File: config.mk
export PLATFORM = sky130hd
export DESIGN_NAME = dual_cc_timer
export DESIGN_NICKNAME = d
export VERILOG_FILES = /design/src/rtl/tmr_pkg.sv /design/src/rtl/tmr_edge_det.sv /design/src/rtl/tmr_out_stage.sv /design/src/rtl/dual_cc_timer.sv
export SDC_FILE = /design/constraint.sdc
export NUM_CORES = 1
export LEC_CHECK = 0
export CAP_MARGIN = 20
export CORE_MARGIN = 2
export CORE_UTILIZATION = 40
export DETAILED_ROUTE_END_ITERATION = 16
export GPL_TIMING_DRIVEN = 0
export HOLD_SLACK_MARGIN = 0.05
export PLACE_DENSITY_LB_ADDON = 0.1
export REMOVE_ABC_BUFFERS = 1
export SYNTH_ARGS = -nofsm -noshare
export SYNTH_HDL_FRONTEND = slang
export SYNTH_SLANG_ARGS = --single-unit
File: constraint.sdc
create_clock -name clk_i -period 2.94 [get_ports clk_i]
set_input_delay 0.588 -clock clk_i [delete_from_list [all_inputs] [get_ports clk_i]]
set_output_delay 0.588 -clock clk_i [all_outputs]
set_load 0.02 [all_outputs]
File: src/rtl/tmr_pkg.sv
package tmr_pkg;
  typedef enum logic [3:0] {
    MD_DIS  = 4'd0,
    MD_IPW  = 4'd1,
    MD_IPER = 4'd2,
    MD_ICAP = 4'd3,
    MD_OCB  = 4'd4,
    MD_OCAB = 4'd5,
    MD_OPWM = 4'd6
  } mode_e;

  localparam int CTRL_W = 16;
  localparam int F_PIN  = 0;
  localparam int F_OD   = 1;
  localparam int F_FRZ  = 2;
  localparam int F_POL  = 3;
  localparam int F_FSET = 4;
  localparam int F_FCLR = 5;
  localparam int F_BUS  = 6;
  localparam int F_MODE = 8;
  localparam int MODE_W = 4;

  function automatic logic is_out_mode(logic [3:0] m);
    return (m == MD_OCB) || (m == MD_OCAB) || (m == MD_OPWM);
  endfunction
endpackage

File: src/rtl/tmr_edge_det.sv
module tmr_edge_det (
  input  logic clk_i,
  input  logic rst_ni,
  input  logic pin_i,
  output logic level_o,
  output logic rise_o,
  output logic fall_o
);
  logic [2:0] sh_q;  // [0],[1] synchronizer, [2] previous synced level

  always_ff @(posedge clk_i or negedge rst_ni) begin
    if (!rst_ni) sh_q <= '0;
    else         sh_q <= {sh_q[1:0], pin_i};
  end

  assign level_o = sh_q[1];
  assign rise_o  = sh_q[1] & ~sh_q[2];
  assign fall_o  = ~sh_q[1] & sh_q[2];
endmodule

File: src/rtl/tmr_out_stage.sv
module tmr_out_stage (
  input  logic clk_i,
  input  logic rst_ni,
  input  logic en_i,
  input  logic set_i,
  input  logic clr_i,
  input  logic pol_i,
  input  logic od_i,
  output logic pin_out_o,
  output logic pin_oe_o
);
  logic ff_q;
  logic level;

  always_ff @(posedge clk_i or negedge rst_ni) begin
    if (!rst_ni)     ff_q <= 1'b0;
    else if (!en_i)  ff_q <= 1'b0;
    else if (clr_i)  ff_q <= 1'b0;  // clear dominates set
    else if (set_i)  ff_q <= 1'b1;
  end

  assign level     = ff_q ^ pol_i;
  assign pin_out_o = en_i & ~od_i & level;
  assign pin_oe_o  = en_i & (od_i ? ~level : 1'b1);
endmodule

File: src/rtl/dual_cc_timer.sv
module dual_cc_timer
  import tmr_pkg::*;
#(
  parameter int CW   = 16,
  parameter int NBUS = 4
) (
  input  logic               clk_i,
  input  logic               rst_ni,
  input  logic [NBUS*CW-1:0] cnt_bus_i,
  input  logic               ctrl_we_i,
  input  logic [CTRL_W-1:0]  ctrl_wdata_i,
  output logic [CTRL_W-1:0]  ctrl_rdata_o,
  input  logic               reg_we_i,
  input  logic               reg_sel_i,
  input  logic [CW-1:0]      reg_wdata_i,
  output logic [CW-1:0]      reg_a_o,
  output logic [CW-1:0]      reg_b_o,
  input  logic               freeze_i,
  input  logic               pin_i,
  output logic               pin_out_o,
  output logic               pin_oe_o,
  output logic               flag_o
);
  localparam int BSW = $clog2(NBUS);

  mode_e          mode_q;
  logic           od_q, frz_q, pol_q;
  logic [BSW-1:0] bsel_q;
  logic [CW-1:0]  a_q, b_q;
  logic           flag_q;

  // bus selection
  logic [CW-1:0] bus_arr [NBUS];
  logic [CW-1:0] bus;
  for (genvar g = 0; g < NBUS; g++) begin : g_bus
    assign bus_arr[g] = cnt_bus_i[g*CW +: CW];
  end
  assign bus = bus_arr[bsel_q];

  // control register
  logic [MODE_W-1:0] new_mode;
  logic              hop;
  assign new_mode = ctrl_wdata_i[F_MODE +: MODE_W];
  assign hop = (mode_q != MD_DIS) && (new_mode != MD_DIS) && (new_mode != mode_q);

  always_ff @(posedge clk_i or negedge rst_ni) begin
    if (!rst_ni) begin
      mode_q <= MD_DIS;
      od_q   <= 1'b0;
      frz_q  <= 1'b0;
      pol_q  <= 1'b0;
      bsel_q <= '0;
    end else if (ctrl_we_i) begin
      od_q   <= ctrl_wdata_i[F_OD];
      frz_q  <= ctrl_wdata_i[F_FRZ];
      pol_q  <= ctrl_wdata_i[F_POL];
      bsel_q <= ctrl_wdata_i[F_BUS +: BSW];
      if (!hop) mode_q <= mode_e'(new_mode);
    end
  end

  logic unused_wdata;
  assign unused_wdata = ^{ctrl_wdata_i[F_PIN], ctrl_wdata_i[CTRL_W-1:F_MODE+MODE_W]};

  // input edges
  logic pin_lvl, rise, fall;
  tmr_edge_det u_edge (
    .clk_i  (clk_i),
    .rst_ni (rst_ni),
    .pin_i  (pin_i),
    .level_o(pin_lvl),
    .rise_o (rise),
    .fall_o (fall)
  );

  logic active, is_out, edge_a, edge_b, match_a, match_b;
  logic cap_a, cap_b, shift_b, cmp_set, cmp_clr, evt, f_set, f_clr;

  assign active  = ~(frz_q & freeze_i);
  assign is_out  = is_out_mode(mode_q);
  assign edge_a  = pol_q ? fall : rise;
  assign edge_b  = pol_q ? rise : fall;
  assign match_a = (a_q == bus);
  assign match_b = (b_q == bus);

  always_comb begin
    cap_a = 1'b0; cap_b = 1'b0; shift_b = 1'b0;
    cmp_set = 1'b0; cmp_clr = 1'b0; evt = 1'b0;
    if (active) begin
      unique case (mode_q)
        MD_IPW:  begin cap_a = edge_a; cap_b = edge_b; evt = edge_a | edge_b; end
        MD_IPER: begin cap_a = edge_a; shift_b = edge_a; evt = edge_a; end
        MD_ICAP: begin cap_a = edge_a; evt = edge_a; end
        MD_OCB:  begin cmp_clr = match_b; evt = match_b; end
        MD_OCAB: begin cmp_set = match_a; cmp_clr = match_b; evt = match_a | match_b; end
        MD_OPWM: begin cmp_set = match_a; cmp_clr = match_b; evt = match_b; end
        default: ;
      endcase
    end
  end

  // software force, no flag
  assign f_set = ctrl_we_i & is_out & ctrl_wdata_i[F_FSET];
  assign f_clr = ctrl_we_i & is_out & ctrl_wdata_i[F_FCLR];

  always_ff @(posedge clk_i or negedge rst_ni) begin
    if (!rst_ni) begin
      a_q    <= '0;
      b_q    <= '0;
      flag_q <= 1'b0;
    end else begin
      flag_q <= evt;
      if (cap_a)                       a_q <= bus;
      else if (reg_we_i && !reg_sel_i) a_q <= reg_wdata_i;
      if (cap_b)                       b_q <= bus;
      else if (shift_b)                b_q <= a_q;
      else if (reg_we_i && reg_sel_i)  b_q <= reg_wdata_i;
    end
  end

  tmr_out_stage u_out (
    .clk_i    (clk_i),
    .rst_ni   (rst_ni),
    .en_i     (is_out),
    .set_i    (cmp_set | f_set),
    .clr_i    (cmp_clr | f_clr),
    .pol_i    (pol_q),
    .od_i     (od_q),
    .pin_out_o(pin_out_o),
    .pin_oe_o (pin_oe_o)
  );

  always_comb begin
    ctrl_rdata_o                    = '0;
    ctrl_rdata_o[F_PIN]             = pin_lvl;
    ctrl_rdata_o[F_OD]              = od_q;
    ctrl_rdata_o[F_FRZ]             = frz_q;
    ctrl_rdata_o[F_POL]             = pol_q;
    ctrl_rdata_o[F_BUS +: BSW]      = bsel_q;
    ctrl_rdata_o[F_MODE +: MODE_W]  = mode_q;
  end

  assign reg_a_o = a_q;
  assign reg_b_o = b_q;
  assign flag_o  = flag_q;
endmodule

# After elaboration in Yosys (flattened, before gate mapping)

Cells that the tools add are included.
Widths: inputs -> output; s select.

Magnitude comparators: 1
Bitwise operators: 20
Reductions and logical operators: 17
Equal/unequal tests: 10
Multiplexer cells: 26

Operators with widths:

| cell               | number |
|---|---|
| $mux 16            | 7 |
| $bmux 16 s2        | 1 |
| $eq 16x16->1       | 2 |
| $mux 1             | 17 |
| $eq 4x3->1 const B | 3 |
| $and 1x1->1        | 9 |
| $eq 4x2->1 const B | 2 |
| $reduce_bool 4->1  | 2 |
| $reduce_or 2->1    | 3 |
| $reduce_or 3->1    | 2 |
| $not 1->1          | 5 |
| $eq 4x1->1 const B | 1 |
| $logic_and 1x1->1  | 4 |
| $ne 4x4->1         | 1 |
| $or 1x1->1         | 4 |
| $pmux 1 s4         | 1 |
| $ge 3x3->1 const B | 1 |
| $ne 3x1->1 const B | 1 |
| $not 2->3          | 1 |
| $reduce_bool 3->1  | 1 |
| $logic_or 1x1->1   | 2 |
| $reduce_and 2->1   | 1 |
| $reduce_bool 2->1  | 1 |
| $logic_not 1->1    | 1 |
| $xor 1x1->1        | 1 |

Output and inout bits: 51
Bits of input ports: 103
Logic and storage cells: 84
Register bits: 46

# Longest topological paths before layout

Gate-level depths: netlist of run 1.

Depth in word-level cells: 11
Depth in mapped cells: 9
Depth with buffers taken out: 6

# Modules after synthesis

A second synthesis of run 1 with hierarchy kept.

Cell total of the unflattened synthesis: 293
Area, all modules: 3250.6 sq um

Modules (own cells, without submodules):

| module        | seq. area each (sq um) | cells each | area each (sq um) | times used |
|---|---|---|---|---|
| dual_cc_timer | 1051.0                 | 282        | 3099.2            | 1 |
| tmr_edge_det  | 75.1                   | 5          | 90.1              | 1 |
| tmr_out_stage | 25.0                   | 6          | 61.3              | 1 |

# Worst setup path after synthesis of run 1

No wires, ideal clock.

Path type: register to register
Start: register bsel_q[0]
End: register flag_q (netlist: flag_o)
Period minus slack after synthesis: 2259 ps
Setup slack: 681 ps
Data arrival time: 2173 ps
Setup time: 87 ps
Buffers on the path: 2
Stages on the path, launching flop included: 9
Required time: 2853 ps
Path through: dfrtp_1 > buf_6 > buf_12 > mux4_2 > xnor2_2 > nand4_1 > nor4_2 > a221oi_2 > a211oi_2

Cells in the longest elaborated chain, start to end: 8
Elaborated cells between the ends (all ways): 9
Classes of those cells: eq/ne (2); mux (5); bitwise (2)

RTL lines:

| what                                          | RTL line                                 | source |
|---|---|---|
| start: declaration                            | dual_cc_timer.sv:28                      | `logic [BSW-1:0] bsel_q;` |
| start signal: assignment                      | dual_cc_timer.sv:57                      | `bsel_q <= ctrl_wdata_i[F_BUS +: BSW];` |
| $not 2->3 (not written as such) *             | dual_cc_timer.sv:38                      | `assign bus = bus_arr[bsel_q];` |
| $bmux 16 s2 *                                 | dual_cc_timer.sv:38                      |  |
| $mux 16 (not written as such) * (2 in series) | dual_cc_timer.sv:38                      |  |
| $eq 16x16->1, on equally long branches        | dual_cc_timer.sv:83, dual_cc_timer.sv:84 |  |
| $or 1x1->1                                    | dual_cc_timer.sv:95                      | `MD_OCAB: begin cmp_set = match_a; cmp_clr = match_b; evt = match_a \| match_b; end` |
| $pmux 1 s4 *                                  | dual_cc_timer.sv:90                      | `unique case (mode_q)` |
| $mux 1 *                                      | dual_cc_timer.sv:89                      | `if (active) begin` |
| net evt                                       | dual_cc_timer.sv:77                      | `logic cap_a, cap_b, shift_b, cmp_set, cmp_clr, evt, f_set, f_clr;` |
| end signal: assignment                        | dual_cc_timer.sv:112                     | `flag_q <= evt;` |
| end: declaration                              | dual_cc_timer.sv:30                      | `logic flag_q;` |

Mark *: on every way through the listed nets, which the timed path passes. The rest lies on a longest branch. The select of a mux whose other input is x is not followed.
A chain may end at the register's enable or synchronous reset.

# Worst setup path in the final report of run 1

Ends and elaborated chain as after synthesis.

==> results of run 1 <==
cell usage after synthesis (all sizes together), types with 2 or more instances:
| library cell | instances |
|---|---|
| mux2i | 33 |
| nor4 | 5 |
| a21oi | 2 |
| mux2 | 9 |
| clkbuf | 14 |
| a22oi | 11 |
| a211oi | 2 |
| xnor2 | 33 |
| nand4 | 8 |
| nor2 | 9 |
| nand2 | 22 |
| o21ai | 27 |
| nand2b | 4 |
| mux4 | 16 |
| xor2 | 4 |
| buf | 14 |
| dfrtp | 46 |
| a221o | 6 |
report_power, final:
| part | total, mW | internal (mW) | switching [mW] |
|---|---|---|---|
| Sequential | 1.15 | 0.835 | 0.314 |
| Clock | 0.368 | 0.164 | 0.204 |
| Combinational | 1.66 | 0.899 | 0.759 |
| Total | 3.17 | 1.90 | 1.28 |
what timing repair did:
action / in CTS / in global routing
buffers inserted: 0 / 0
resized for setup: 2 / 3
setup endpoints to repair: 7 / 16
per-layer routing:
| layer | GRT usage [%] | wire [µm] | vias up |
|---|---|---|---|
| met4 | 4.04 | 69 | 0 |
| li1 | - | - | 1300 |
| met2 | 37.1 | 4440 | 93 |
| met5 | 0 | 0 | - |
| met3 | 5.16 | 568 | 5 |
| met1 | 27.4 | 3840 | 1369 |
logic make-up after synthesis:
family | count (synthesis)
mux | 58
simple gates | 58
compound gates | 54
flops | 46
xor+xnor | 37
buf+inv | 29
other cells | 1
registers in the layout, indices dropped and copies added (netlist names):
register	flops
flag_o	1
bsel_q	2
u_out.ff_q	1
od_q	1
reg_a_o	16
u_edge.sh_q	3
mode_q	4
reg_b_o	16
frz_q	1
pol_q	1
worst min path at each step:
stage                endpoint  slack, ns  cells past startpoint
6_report            mode_q[3]       0.28                      1
5_1_grt             mode_q[3]       0.32                      1
4_1_cts             mode_q[3]       0.29                      1
3_5_place_dp   u_edge.sh_q[1]       0.34                      0
3_3_place_gp   u_edge.sh_q[1]       0.34                      0
2_1_floorplan       bsel_q[0]       0.29                      0
area by class of cell:
| cell class | instances | area (µm²) |
|---|---|---|
| inverters | 1 | 3.75 |
| multi-input cells | 213 | 1880 |
| flip-flops and latches | 46 | 1150 |
| clock buffers | 7 | 76.3 |
| fillers | 677 | 2950 |
| well taps | 102 | 128 |
| repair buffers | 146 | 1490 |
==> metrics.txt, run 1 <==
via count of the first global-routing pass between 2000 and 3000; share of layout cells above drive strength 1 between 10% and 20%; Max IR drop VDD 0.309 mV; Pre-Repair DR Iteration Count 4; largest net degree at the start of global routing 33; YS warnings 0; placed cell count between 500 and 600; Clock Path Buffers 2; Final Cycle Share 90.3%; CP Cell Sequence mux4_1 -> xnor2_1 -> nand4_1 -> nor4_2 -> a221oi_2 -> a211oi_2; CTS tree built; Worst EP arrival approximately 2.9 ns; Clock Pin Slew Worst Setup and Hold Paths ~0.080 ns; mux share of post-synthesis cell area 25.8%; Worst Path Required ~3.2 ns; Synth Area in XOR/XNOR 10.9%; post-synthesis cell type count 46; Die Ht 93.0 µm; Synth area leaders dfrtp_1, mux2i_1, xnor2_1, mux4_2, mux4_1; Final Skew 0.00846 ns; worst-case hold slack 0.278 ns; Setup crit end flag_o; Post-synth EDFFs 0; Post-Synth Adder-Cell Area 0%; Worst path depth 6; commonest non-fill, non-tap cells in the layout clkdlybuf4s50_1, dfrtp_1, mux2i_1; pre-CTS WS -0.440 ns; area grow syn2layout 49.5%; per-cell routed wire length 17.3 µm; first-pass GRT wire length 14400 µm; leak pwr 1.96 nW; Net count, final roughly 520; crit start category register; Yosys top cell by area dfrtp_1; Synth Area in Simple Gates 9.56%; power per standard cell area around 670 nW/µm²; Detailed Route Iter0 Violations 66; Slowest-stage cell, CP dfrtp_2; via/cell ratio 5.37; CTS Hold Bufs 0; worst hold path type input port to asynchronous set/reset pin; FP Rows 32; GRT Residual Overflow 0; final slew viol count 0; Post-Syn Area per Cell between 10 and 15 µm²; CTS root buf clkbuf_8; number of routed nets with antenna violations 0; slew margin rel. 36.5%; RSZ-0062 raised after global routing false; Post-Route WL 8910 µm; Initial Util 41.2%; status completed; largest delay contributor family on the critical path flip-flops; CTS HTree Levels 2; crit path capture type register; critical path launch point bsel_q[0]; Tot Pwr 3.17 mW; Port Buffer Count between 100 and 150; RD Place Congestion slightly below 0.8; Die X around 93 µm; placed cell area 4640 µm²; Critical path buffers and inverters 0; most common cell after layout, fill and taps aside clkdlybuf4s50_1; Primary FF master, synth dfrtp_1; Fin Setup TNS 0 ns; Finished Cell Area 4730 µm²; Std-Cell Core Area 7690 µm²; DP Wirelength 6660 µm; Crit Path Category register to register; FF-to-FF Start bsel_q[0]; All-Layer GR Usage 21.4%; CTS Buf Count 5; fmax ~0.38 GHz; maxcap violations 0; Clk Latency, worst-skew pair 0.30 ns; final worst setup slack 0.285 ns; CP max FO 18; slew at the pin closest to its max-slew limit 0.952 ns; number of diodes 0; FF-to-FF setup slack 0.29 ns; via count 2767; post-synth top area share 36.3%; fin util 61.6%; post-synthesis register bit count 46; Register-to-Register Path Depth 6; Non-Filler Instances just over 500; Post-Syn Instances between 200 and 300; die area 8640 µm²; Setup-failing EPs final 0; Seq/Total Area, Yosys 36.3%; r2r endpoint flag_o; FFs w/ async S/R, synth 100%; Final min period 2.65 ns; initial antenna violation count 0; main combinational cell family by area after synthesis multiplexers; Final Hold Fails 0; io pins 154; cell area after synthesis approximately 3200 µm²; clk sink count 46; Compound-Gate Fraction of Synth Area 11.8%; DRC Markers 0; Critical Path Max Stage Delay 0.72 ns
Note: power is estimated with default switching activity, not from simulation.
==> run 2, diff against run 1 <==
--- a/config.mk
+++ b/config.mk
@@ -7,7 +7,7 @@
 export LEC_CHECK = 0
 export CAP_MARGIN = 20
 export CORE_MARGIN = 2
-export CORE_UTILIZATION = 40
+export CORE_UTILIZATION = 37
 export DETAILED_ROUTE_END_ITERATION = 16
 export GPL_TIMING_DRIVEN = 0
 export HOLD_SLACK_MARGIN = 0.05
==> constraint.sdc (replaced) <==
create_clock -name clk_i -period 2.4 [get_ports clk_i]
set_input_delay 0.48 -clock clk_i [delete_from_list [all_inputs] [get_ports clk_i]]
set_output_delay 0.48 -clock clk_i [all_outputs]
set_load 0.02 [all_outputs]
==> metrics.txt, run 2 (synthesis gave the netlist of run 1 again) <==
status complete, but fails checks; failing checks setup timing; Reg area 1160 µm² (+0.54%); share of layout cells above drive strength 1 13.6% (+3.4 points); GRT Residual Overflow 0 (unchanged); number of routed nets with antenna violations 0 (unchanged); area occupied by multi-input gates 1910 µm² (+1.2%); number of diodes 0 (unchanged); Detailed Route Iter0 Violations 88 (+33%); first-pass GRT wire length 14200 µm (-1.7%); Final min period 2.42 ns (-0.233 ns); maxcap violations 0 (unchanged); power per standard cell area 822 nW/µm² (+23%); RD Place Congestion 0.748 (-3.3%); final worst setup slack -0.0214 ns (-0.307 ns); per-cell routed wire length 17.2 µm (-0.45%); Crit Path Category register to register; Fin Setup TNS -0.0214 ns (-0.0214 ns); Setup-failing EPs final 1 (+1); Max IR drop VDD 0.364 mV (+18%); io pins 154 (unchanged); via count of the first global-routing pass 2869 (+2.9%); Initial Util 38.3% (-2.8 points); Die X 96.5 µm (+3.8%); CTS Buf Count 5 (unchanged); Pre-Repair DR Iteration Count 4 (unchanged); CP max FO 9 (-9); Post-Route WL 9030 µm (+1.3%); CTS tree built; RSZ-0062 raised after global routing true; FP Rows 33 (+3.1%); DRC Markers 0 (unchanged); area grow syn2layout 53.0%; All-Layer GR Usage 19.9% (-1.5 points); Final Hold Fails 0 (unchanged); Worst EP arrival 2.63 ns (-0.24 ns); die area 9320 µm² (+7.8%); clk sink count 46 (unchanged); Worst Path Required 2.61 ns (-0.54 ns); crit path capture type register; fin util 58.7% (-2.9 points); crit start category register; Final Cycle Share 101% (+11 points); Die Ht 96.5 µm (+3.8%); CTS root buf clkbuf_8; Std-Cell Core Area 8260 µm² (+7.4%); DP Wirelength 6660 µm (+0.12%); most common cell after layout, fill and taps aside clkdlybuf4s50_1; fmax 0.413 GHz (+9.6%); Port Buffer Count 142 (unchanged); via count 2771 (+0.14%); via/cell ratio 5.29 (-1.6%); CTS HTree Levels 2 (unchanged); Final Skew 0.0114 ns (+0.00294 ns); worst hold path type input port to asynchronous set/reset pin; slew margin rel. 56.6% (+20 points); initial antenna violation count 0 (unchanged); Clock Pin Slew Worst Setup and Hold Paths 0.09 ns (about the same); leak pwr 2.03 nW (+3.5%); final slew viol count 0 (unchanged); Clk Latency, worst-skew pair 0.30 ns (about the same); slew at the pin closest to its max-slew limit 0.651 ns (-0.302 ns); Net count, final 521 (+0.97%); largest net degree at the start of global routing 33 (unchanged); # fillers 731 (+8.0%); CTS Hold Bufs 0 (unchanged); commonest non-fill, non-tap cells in the layout clkdlybuf4s50_1, dfrtp_1, mux2i_1; Clock Path Buffers 2 (unchanged)
run 2: critical path: stages (launching register included):
cell and delay (ns):
dfrtp_4 0.55, buf_12 0.17, buf_4 0.13, mux4_2 0.48, xnor2_1 0.23, nand4_1 0.19
nor4_4 0.26, a221oi_2 0.11, a211oi_2 0.20
run 2: path summary, 6_finish.rpt:
path / startpoint / to / slack (ns) / cells after the start
worst max-delay path: bsel_q[0] / flag_o / -0.02 / 8
worst min-delay path: rst_ni / mode_q[3] / 0.16 / 1
worst max register to register: bsel_q[0] / flag_o / -0.02 / 8
worst min register to register: u_edge.sh_q[0] / u_edge.sh_q[1] / 0.35 / 0
max in group asynchronous: rst_ni / mode_q[1] / 1.70 / 2
min in group clk_i: u_edge.sh_q[0] / u_edge.sh_q[1] / 0.35 / 0
run 2: repair_timing:
action,in CTS,in global routing
pin swaps,2,1
gates resized for setup,11,8
setup buffers,5,0
endpoints found under the setup margin,21,21
run 2: where the power goes:
group / internal (mW) / switching [mW]
logic: 1.13 / 0.961
clock network: 0.233 / 0.265
registers: 1.03 / 0.371
total: 2.39 / 1.60
run 2: stage by stage:
stage | setup slack, ns | power (mW) | cell area [µm²] | hold slack (ns) | cells
global route | -0.145 | 4.24 | 4850 | 0.199 | 524
CTS | -0.0384 | 4.01 | 4840 | 0.175 | 524
floorplan | -0.200 | 2.48 | 3020 | 0.184 | 260
detailed placement | -0.980 | 3.44 | 4650 | 0.336 | 511
finish | -0.0214 | 3.98 | 4850 | 0.162 | 524
global placement | -0.984 | 3.40 | 4570 | 0.340 | 507
run 2: cell type report:
type | count | area share (%)
clock buffer | 7 | 1.78
clock inverter | 1 | 0.103
inverter | 1 | 0.0775
multi-input combinational | 213 | 39.3
sequential | 46 | 23.9
tap | 105 | 2.71
timing repair buffer | 151 | 32.1
run 2: per-layer routing:
metal | vias up | track usage (%) | wire length, µm
met5 | - | 0 | 0
met4 | 0 | 3.76 | 59
met3 | 4 | 4.97 | 666
met2 | 107 | 34.1 | 4540
met1 | 1352 | 25.6 | 3770
li1 | 1308 | - | -
==> run 3, diff against run 2 <==
--- a/config.mk
+++ b/config.mk
@@ -5,7 +5,6 @@
 export SDC_FILE = /design/constraint.sdc
 export NUM_CORES = 1
 export LEC_CHECK = 0
-export CAP_MARGIN = 20
 export CORE_MARGIN = 2
 export CORE_UTILIZATION = 37
 export DETAILED_ROUTE_END_ITERATION = 16
==> metrics.txt, run 3 (synthesis gave the netlist of run 1 again) <==
status completed; FP Rows 33 (unchanged); RSZ-0062 raised after global routing true; via count 2785 (+0.51%); Final min period 2.39 ns (-0.0314 ns); die area 9320 µm² (unchanged); largest delay contributor family on the critical path flip-flops; Worst EP arrival 2.63 ns (about the same); power per standard cell area 844 nW/µm² (+2.7%); CTS root buf clkbuf_8; Clock Pin Slew Worst Setup and Hold Paths 0.10 ns (about the same); Clk Latency, worst-skew pair 0.31 ns (about the same); largest net degree at the start of global routing 33 (unchanged); Worst Path Required 2.64 ns (+0.03 ns); RD Place Congestion 0.748 (unchanged); fin util 59.2% (+0.47 points); Post-Route WL 9080 µm (+0.63%); Detailed Route Iter0 Violations 98 (+11%); Fin Setup TNS 0 ns (+0.0214 ns); Die X 96.5 µm (unchanged); share of layout cells above drive strength 1 15.4% (+1.8 points); clk sink count 46 (unchanged); cell mode on critical path buf_12; area occupied by multi-input gates 1930 µm² (+1.3%); worst-case hold slack 0.143 ns (-0.0185 ns); All-Layer GR Usage 20.3% (+0.40 points); CP Cell Sequence buf_12 -> buf_12 -> mux4_2 -> buf_4 -> xnor2_2 -> nand4_1 -> nor4_4 -> o211ai_1 -> a21oi_1; CTS Buf Count 5 (unchanged); slew margin rel. 19.7% (-37 points); DP Wirelength 6440 µm (-3.4%); Clock Path Buffers 2 (unchanged); Slowest-stage cell, CP dfrtp_4; Critical Path Max Stage Delay 0.50 ns (-0.05 ns); number of diodes 0 (unchanged); Tot Pwr 4.12 mW (+3.5%); slew at the pin closest to its max-slew limit 1.20 ns (+0.554 ns); Net count, final 524 (+0.58%); per-cell routed wire length 17.2 µm (about the same); via count of the first global-routing pass 2822 (-1.6%); crit start category register; area grow syn2layout 54.2%; crit path capture type register; Pre-Repair DR Iteration Count 4 (unchanged); most common cell after layout, fill and taps aside clkdlybuf4s50_1; number of routed nets with antenna violations 0 (unchanged); CP max FO 7 (-2); initial antenna violation count 0 (unchanged); CTS tree built; Std-Cell Core Area 8260 µm² (unchanged); Final Cycle Share 99.6% (-1.3 points); maxcap violations 0 (unchanged); io pins 154 (unchanged); first-pass GRT wire length 14300 µm (+0.44%); via/cell ratio 5.28 (about the same); worst hold path type input port to asynchronous set/reset pin; FF-to-FF setup slack 0.01 ns (+0.03 ns); Final Skew 0.0120 ns (+0.000631 ns); Setup-failing EPs final 0 (-1); DRC Markers 0 (unchanged); GRT Residual Overflow 0 (unchanged); Reg area 1160 µm² (unchanged); leak pwr 2.05 nW (+0.90%); Final Hold Fails 0 (unchanged); Crit Path Category register to register; Critical path buffers and inverters 3 (+1); Max IR drop VDD 0.425 mV (+17%); Die Ht 96.5 µm (unchanged); final slew viol count 0 (unchanged); commonest non-fill, non-tap cells in the layout clkdlybuf4s50_1, dfrtp_1, mux2i_1; fmax 0.418 GHz (+1.3%); CTS HTree Levels 2 (unchanged); Initial Util 38.3% (unchanged); Port Buffer Count 142 (unchanged); # fillers 719 (-1.6%)
## run 3: cell types whose count changed in the layout (fill, tap and decap cells not counted), sizes merged
cell	delta
buf	+3
clkinvlp	+2
bufinv	+1
clkbuf	-2
clkinv	-1
## run 3: power breakdown
part | internal (mW) | switching [mW] | leakage (nW)
sequential | 1.03 | 0.369 | 0.552
combinational | 1.15 | 0.975 | 1.45
clock | 0.310 | 0.292 | 0.0504
total | 2.49 | 1.64 | 2.05
## run 3: final timing paths
path	startpoint	depth (start not counted)	end
min in group clk_i	u_edge.sh_q[0]	0	u_edge.sh_q[1]
worst min-delay path	rst_ni	1	u_out.ff_q
worst min register to register	u_edge.sh_q[0]	0	u_edge.sh_q[1]
worst max-delay path	bsel_q[0]	9	u_out.ff_q
max in group asynchronous	rst_ni	2	mode_q[1]
worst max register to register	bsel_q[0]	9	u_out.ff_q
## run 3: layer usage
| metal | routed length, µm | track usage (%) | up-vias |
|---|---|---|---|
| met5 | 0 | 0 | - |
| met4 | 131 | 5.28 | 0 |
| met3 | 686 | 5.04 | 12 |
| met2 | 4420 | 34.5 | 101 |
| met1 | 3850 | 25.8 | 1357 |
| li1 | - | - | 1315 |
## run 3: metrics by stage
| stage | setup slack, ns | instances | area [µm²] |
|---|---|---|---|
| global route | -0.134 | 527 | 4880 |
| global placement | -0.984 | 507 | 4570 |
| CTS | -0.0411 | 524 | 4840 |
| detailed placement | -1.04 | 508 | 4590 |
| finish | 0.0100 | 527 | 4880 |
| floorplan | -0.200 | 260 | 3020 |
## run 3: final cells by class
| class | instances | area share, % |
|---|---|---|
| Timing Repair Buffer | 154 | 31.7 |
| Multi-Input combinational cell | 213 | 39.5 |
| Clock buffer | 5 | 1.41 |
| Tap cell | 105 | 2.69 |
| Sequential cell | 46 | 23.7 |
| Clock inverter | 3 | 0.922 |
| Inverter | 1 | 0.0768 |
## run 3: timing repair
| item | 4_1_cts | 5_1_grt |
|---|---|---|
| resized for setup | 17 | 6 |
| gates cloned | 0 | 0 |
| pin swaps | 9 | 6 |
| setup endpoints to repair | 21 | 24 |
| hold buffers | 0 | 0 |
| setup buffers | 8 | 3 |
